### src/rtl/pic_pkg.sv
package pic_pkg;
  typedef enum logic [2:0] {
    RG_VEC = 3'd0,
    RG_PRI = 3'd1,
    RG_CTL = 3'd2
  } pic_region_e;

  typedef enum logic [1:0] {
    CT_ENABLE  = 2'd0,
    CT_DEFAULT = 2'd1,
    CT_ACK     = 2'd2,
    CT_EOS     = 2'd3
  } pic_ctl_e;
endpackage

### src/rtl/pic_vec_ram.sv
module pic_vec_ram #(
  parameter int DEPTH = 32,
  parameter int WIDTH = 32,
  localparam int AW = $clog2(DEPTH)
) (
  input  logic             clk,
  input  logic             we,
  input  logic [AW-1:0]    waddr,
  input  logic [WIDTH-1:0] wdata,
  input  logic [AW-1:0]    raddr,
  output logic [WIDTH-1:0] rdata
);
  logic [WIDTH-1:0] mem [DEPTH];

  always_ff @(posedge clk) begin
    if (we) mem[waddr] <= wdata;
    rdata <= mem[raddr];
  end
endmodule

### src/rtl/pic_arbiter.sv
module pic_arbiter #(
  parameter int NUM_SRC = 32,
  parameter int PRIO_W  = 4,
  localparam int IDX_W = $clog2(NUM_SRC)
) (
  input  logic                           clk,
  input  logic                           rst,
  input  logic [NUM_SRC-1:0]             elig,
  input  logic [NUM_SRC-1:0][PRIO_W-1:0] prio,
  output logic                           win_valid,
  output logic [IDX_W-1:0]               win_idx,
  output logic [PRIO_W-1:0]              win_prio
);
  // Linear scan: strict less-than keeps the lowest index on ties.
  always_comb begin
    win_valid = 1'b0;
    win_idx   = '0;
    win_prio  = '1;
    for (int i = 0; i < NUM_SRC; i++) begin
      if (elig[i] && (!win_valid || prio[i] < win_prio)) begin
        win_valid = 1'b1;
        win_idx   = IDX_W'(i);
        win_prio  = prio[i];
      end
    end
  end

  // Cross-check the chosen winner against every competitor.
  always_ff @(posedge clk) begin
    if (!rst) begin
      for (int i = 0; i < NUM_SRC; i++) begin
        p_winner_best_r2: assert (!(elig[i] && win_valid && prio[i] < win_prio))
          else $error("competitor %0d more urgent than winner", i);
        p_tie_low_index_r4: assert (!(elig[i] && win_valid && prio[i] == win_prio && IDX_W'(i) < win_idx))
          else $error("tie resolved away from lower index %0d", i);
      end
      p_winner_eligible_r3: assert (!win_valid || elig[win_idx])
        else $error("winner not eligible");
    end
  end
endmodule

### src/rtl/pic_service.sv
module pic_service #(
  parameter int PRIO_W = 4
) (
  input  logic              clk,
  input  logic              rst,
  input  logic              win_valid,
  input  logic [PRIO_W-1:0] win_prio,
  input  logic              ack,
  input  logic              eos,
  output logic              cand,
  output logic              irq_q
);
  logic              svc_active;
  logic [PRIO_W-1:0] svc_prio;

  // A winner is offered only if idle, or strictly more urgent than the claim.
  assign cand = win_valid && (!svc_active || win_prio < svc_prio);

  always_ff @(posedge clk) begin
    if (rst) begin
      svc_active <= 1'b0;
      svc_prio   <= '1;
      irq_q      <= 1'b0;
    end else begin
      if (eos) svc_active <= 1'b0;
      if (ack && cand) begin
        svc_active <= 1'b1;
        svc_prio   <= win_prio;
      end
      irq_q <= cand && !ack;
    end
  end

  p_ack_claims_r6: assert property (@(posedge clk) disable iff (rst)
    (ack && cand) |=> svc_active);
  p_eos_releases_r8: assert property (@(posedge clk) disable iff (rst)
    (eos && !ack) |=> !svc_active);
  p_claim_tracks_winner_r7: assert property (@(posedge clk) disable iff (rst)
    (ack && cand) |=> (svc_prio == $past(win_prio)));
endmodule

### src/rtl/irq_vector_ctrl.sv
module irq_vector_ctrl #(
  parameter int NUM_SRC = 32,
  parameter int PRIO_W  = 4,
  parameter int VEC_W   = 32,
  parameter int DATA_W  = 32,
  parameter int ADDR_W  = 8
) (
  input  logic               clk,
  input  logic               rst,
  input  logic [NUM_SRC-1:0] irq_src,
  input  logic               bus_wr,
  input  logic               bus_rd,
  input  logic [ADDR_W-1:0]  bus_addr,
  input  logic [DATA_W-1:0]  bus_wdata,
  output logic [DATA_W-1:0]  bus_rdata,
  output logic               irq_out
);
  import pic_pkg::*;

  localparam int IDX_W = $clog2(NUM_SRC);

  pic_region_e region;
  pic_ctl_e    ctl_off;
  logic [IDX_W-1:0] idx;

  assign region  = pic_region_e'(bus_addr[IDX_W +: 3]);
  assign ctl_off = pic_ctl_e'(bus_addr[1:0]);
  assign idx     = bus_addr[IDX_W-1:0];

  logic wr_vec, wr_pri, wr_en, wr_def, ack, eos;
  assign wr_vec = bus_wr && region == RG_VEC;
  assign wr_pri = bus_wr && region == RG_PRI;
  assign wr_en  = bus_wr && region == RG_CTL && ctl_off == CT_ENABLE;
  assign wr_def = bus_wr && region == RG_CTL && ctl_off == CT_DEFAULT;
  assign eos    = bus_wr && region == RG_CTL && ctl_off == CT_EOS;
  assign ack    = bus_rd && region == RG_CTL && ctl_off == CT_ACK;

  // Configuration held in flops: urgency and enables feed the arbiter in parallel.
  logic [NUM_SRC-1:0]             en_mask;
  logic [NUM_SRC-1:0][PRIO_W-1:0] prio;
  logic [VEC_W-1:0]               def_vec;

  always_ff @(posedge clk) begin
    if (rst) begin
      en_mask <= '0;
      def_vec <= '0;
      for (int i = 0; i < NUM_SRC; i++) prio[i] <= '1;
    end else begin
      if (wr_en)  en_mask   <= bus_wdata[NUM_SRC-1:0];
      if (wr_def) def_vec   <= bus_wdata[VEC_W-1:0];
      if (wr_pri) prio[idx] <= bus_wdata[PRIO_W-1:0];
    end
  end

  logic                elig;
  logic [NUM_SRC-1:0]  elig_v;
  logic                win_valid;
  logic [IDX_W-1:0]    win_idx;
  logic [PRIO_W-1:0]   win_prio;
  logic                cand;

  assign elig_v = irq_src & en_mask;
  assign elig   = |elig_v;

  pic_arbiter #(.NUM_SRC(NUM_SRC), .PRIO_W(PRIO_W)) u_arb (
    .clk(clk), .rst(rst), .elig(elig_v), .prio(prio),
    .win_valid(win_valid), .win_idx(win_idx), .win_prio(win_prio)
  );

  pic_service #(.PRIO_W(PRIO_W)) u_svc (
    .clk(clk), .rst(rst), .win_valid(win_valid), .win_prio(win_prio),
    .ack(ack), .eos(eos), .cand(cand), .irq_q(irq_out)
  );

  // Handler addresses: one synchronous read port shared by bus reads and acknowledge.
  logic [VEC_W-1:0] vec_q;
  logic [IDX_W-1:0] vec_raddr;
  assign vec_raddr = ack ? win_idx : idx;

  pic_vec_ram #(.DEPTH(NUM_SRC), .WIDTH(VEC_W)) u_vec (
    .clk(clk), .we(wr_vec), .waddr(idx), .wdata(bus_wdata[VEC_W-1:0]),
    .raddr(vec_raddr), .rdata(vec_q)
  );

  logic              use_mem;
  logic [DATA_W-1:0] reg_q;

  always_ff @(posedge clk) begin
    if (rst) begin
      use_mem <= 1'b0;
      reg_q   <= '0;
    end else if (bus_rd) begin
      use_mem <= 1'b0;
      reg_q   <= '0;
      case (region)
        RG_VEC: use_mem <= 1'b1;
        RG_PRI: reg_q   <= DATA_W'(prio[idx]);
        RG_CTL: begin
          case (ctl_off)
            CT_ENABLE:  reg_q <= DATA_W'(en_mask);
            CT_DEFAULT: reg_q <= DATA_W'(def_vec);
            CT_ACK: begin
              use_mem <= cand;
              reg_q   <= DATA_W'(def_vec);
            end
            default:    reg_q <= '0;
          endcase
        end
        default: reg_q <= '0;
      endcase
    end
  end

  assign bus_rdata = use_mem ? DATA_W'(vec_q) : reg_q;

  p_irq_needs_source_r3: assert property (@(posedge clk) disable iff (rst)
    irq_out |-> $past(elig));
  p_idle_no_irq_r9: assert property (@(posedge clk) disable iff (rst)
    !elig |=> !irq_out);
endmodule

### config.mk
export PLATFORM = sky130hd
export DESIGN_NAME = irq_vector_ctrl
export DESIGN_NICKNAME = d
export VERILOG_FILES = /design/src/rtl/pic_pkg.sv /design/src/rtl/pic_vec_ram.sv /design/src/rtl/pic_arbiter.sv /design/src/rtl/pic_service.sv /design/src/rtl/irq_vector_ctrl.sv
export SDC_FILE = /design/constraint.sdc
export NUM_CORES = 2
export LEC_CHECK = 0
export ABC_AREA = 0
export BUFFER_PORTS_ARGS = -buffer_cell sky130_fd_sc_hd__buf_2
export CORE_MARGIN = 3
export CORE_UTILIZATION = 43
export DETAILED_ROUTE_END_ITERATION = 10
export HOLD_SLACK_MARGIN = 0.15
export PLACE_DENSITY = 0.6
export SLEW_MARGIN = 20
export SYNTH_ARGS = -nofsm -noshare
export SYNTH_HDL_FRONTEND = slang
export SYNTH_SLANG_ARGS = --single-unit
### constraint.sdc
create_clock -name clk -period 75.7 [get_ports clk]
set_clock_uncertainty 0.1 [all_clocks]
set_input_delay 15.14 -clock clk [delete_from_list [all_inputs] [get_ports clk]]
set_output_delay 15.14 -clock clk [all_outputs]
set_load 0.02 [all_outputs]
==> metrics.yaml <==
outcome:
  outcome: "complete, no violations"
drt:
  wire_per_inst_um: 28.0
  avgViaCountPerCell: 6.33
  drcViolationCount: 0
  first_pass_iters: 7
  drt-total-wl_um: 197000
  drtIter0Drc: 4953
  ant_nets: 0
  num_vias: 44393
grt:
  grt_max_degree: 190
  grt-ovfl-total: 0
  grtUsageTotal: 0.270
  grt_pass1_vias: 41713
  antenna_found_initial: 14
  grt_pass1_wl_um: 286000
cts:
  cts.clk_slew.worst_paths_ps: 60
  hold_buffers: 0
  clock-sinks: 1287
  cts_tree: "yes"
  cts-resized-gates: 0
  cts_buffer_depth: 3
  clock_latency_ps: 770
  numCtsBuffers: 135
  root_buffer: "clkbuf_16"
  postCtsSetupBuffers: 0
  cts.htree.levels: 4
yosys:
  synth_seq_cells: 1287
  synth_area_per_cell_um2: 11.6
  synth_area_leaders: "edfxtp_1 (52%), dfxtp_1 (8.8%), nand2_1 (4.9%), a21oi_1 (3.3%), a211o_1 (1.9%)"
  synthesis.nets: 5255
  synthDistinctLibCells: 124
  yosysWarnings: 0
  synth_largest_area_cell: "edfxtp_1"
  netlist.area_leader.share: 0.516
  synth-main-ff-cell: "edfxtp_1"
  synth_edf_count: 1024
  syn_area_um2: 59600
  netlist_instances: 5139
  synthArstFlopShare: 0
  yosysSeqAreaShare: 0.604
pwr:
  peakVddDrop_uv: 30.2
  power_density_nw_per_um2: 22.7
  leakagePower_nw: 23.1
hold_path:
  hold_class: "reg -> reg"
critical_path:
  endpoint_kind: "flop"
  crit_required_ps: 76310
  critPathSlowestCell: "a2111oi_0"
  cp_top_family: "compound AO/OA/AOI/OAI gates"
  path_class: "in -> reg"
  arrival_ps: 66960
  crit_path_start_kind: "input port"
  cpMostUsedCell: "ha_1"
  critPathMaxFanout: 69
  path_buf_inv: 32
  critPathMaxStageDelay_ps: 850
sta:
  setup-tns-final_ps: 0
  min_period_over_period: 0.877
  tightest_slew_ps: 1110
  setup_violations: 0
  slew_headroom: 0.258
  grt_setup_unrepaired: "false"
  final-max-slew-violation-count: 0
  post-route-min-period_ps: 66350
  fmax_mhz: 15.1
  hold_viol: 0
floorplanning:
  die_x_um: 378
  fp.dieH_um: 378
  dieArea_um2: 143000
  core-area_um2: 136000
  fp-row-count: 135
  start_util: 0.437
  io_pins: 109
finish:
  syn_to_final_growth_pct: 11.3
  drive_gt1_frac: 0.120
  fin_area_um2: 66300
  nNetsFinal: 5234
place:
  gp_congestion: 0.902
  port_buffers: 108
  place_area_um2: 62000
  dp_hpwl_um: 118000
run:
  max-cap-violations: 0
==> power by group <==
part,internal [mW],switching [mW]
Clock,0.364,0.280
Sequential,0.767,0.00390
Combinational,0.0249,0.0669
Total,1.16,0.350
==> cells by family after synthesis <==
logic type | after synthesis | share of synthesized area
DFF | 1287 | 0.604
adders and majority gates | 66 | 0.0128
muxes | 186 | 0.0399
buffers and inverters | 529 | 0.0373
AOI/OAI and AO/OA | 1424 | 0.172
xor gates and xnor gates | 12 | 0.00176
and+or+nand+nor | 1635 | 0.132
==> path summary, 6_finish.rpt <==
| path | slack [ps] | startpoint | end | cells past startpoint |
|---|---|---|---|---|
| max | 9350 | irq_src[0] | u_vec.rdata[11] | 251 |
| min | 350 | def_vec[9] | def_vec[9] | 2 |
| max reg2reg | 23300 | en_mask[0] | u_vec.rdata[11] | 250 |
| min reg2reg | 350 | def_vec[9] | def_vec[9] | 2 |
==> flip-flops by register name (all words and copies together) (netlist names) <==
| register | cells |
|---|---|
| u_svc.svc_active | 1 |
| u_vec.mem | 1024 |
| reg_q | 32 |
| en_mask | 32 |
| use_mem | 1 |
| prio | 128 |
| u_vec.rdata | 32 |
| def_vec | 32 |
| u_svc.svc_prio | 4 |
| u_svc.irq_q | 1 |
==> worst register-to-register path: cells and delay by family (launching register included) <==
family                   cells  cell delay (ps)
AO/OA/AOI/OAI               92            21330
adder cells (fa/ha/maj)     31             8540
multiplexers                15             4600
buffers and inverters       31             4460
flip-flops                   1              550
AND/OR/NAND/NOR             81            12750
==> cells in the mapped netlist (19+ instances only) <==
library cell,count
a32oi_1,63
nor3_1,65
ha_1,40
nand2b_1,48
buf_2,70
inv_1,161
mux2_2,52
dfxtp_1,263
a21o_1,29
mux2i_1,69
buf_4,26
nand3_1,174
a22oi_1,72
mux4_2,32
and3_1,134
o211ai_1,86
a31oi_1,25
a21oi_1,397
nand4_1,19
maj3_1,25
a2111oi_0,39
a221oi_1,35
a22o_1,67
a211oi_1,42
nor2_1,179
and4bb_1,30
o21ai_0,80
nor4_1,70
o22ai_1,89
mux2_1,31
and2_1,53
o221ai_1,36
a211o_1,129
nand2_1,780
clkbuf_1,239
edfxtp_1,1024
o31a_1,37
buf_1,24
==> metrics by stage <==
step / power, mW / instances / setup slack (ps) / util / hold slack [ps]
6_report: 1.51 / 7018 / 9350 / 0.486 / 352
5_1_grt: 1.55 / 7011 / 4140 / 0.486 / 370
4_1_cts: 1.51 / 7009 / 9890 / 0.486 / 354
3_5_place_dp: 0.876 / 6762 / 9240 / 0.454 / 346
3_3_place_gp: 0.875 / 6762 / 10770 / 0.454 / 340
2_1_floorplan: 0.835 / 5139 / 17310 / - / 336
==> metal layers <==
layer,global-route usage,part of all wire
met1,0.370,0.42
met2,0.426,0.46
met3,0.0615,0.093
met4,0.0837,0.027
met5,0,0.000041
==> area by class of cell <==
type / count / area (um^2)
flip-flops and latches: 1287 / 36000
diodes: 9 / 22.5
clock buffers: 186 / 3750
multi-input cells: 3323 / 21800
fillers: 12117 / 70200
repair buffers: 210 / 1360
well taps: 1781 / 2230
clock inverters: 61 / 554
inverters: 161 / 604
==> layout by cell type (no fill, tap or decap), types with 40 or more instances in the layout <==
cell type | Yosys | final
clkbuf_16 | 0 | 137
and2_1 | 53 | 53
nor3_1 | 65 | 63
nand2_1 | 780 | 779
a211oi_1 | 42 | 42
o22ai_1 | 89 | 88
a32oi_1 | 63 | 63
and3_1 | 134 | 134
nor4_1 | 70 | 70
a211o_1 | 129 | 129
nor2_1 | 179 | 142
o21ai_0 | 80 | 80
o211ai_1 | 86 | 86
a21oi_1 | 397 | 397
ha_1 | 40 | 40
a22oi_1 | 72 | 72
a22o_1 | 67 | 67
nand2b_1 | 48 | 48
mux2i_1 | 69 | 69
nand3_1 | 174 | 170
buf_2 | 70 | 106
buf_4 | 26 | 100
edfxtp_1 | 1024 | 1024
dfxtp_1 | 263 | 262
inv_1 | 161 | 161
mux2_2 | 52 | 52
Power figures use the tool's default switching activity.
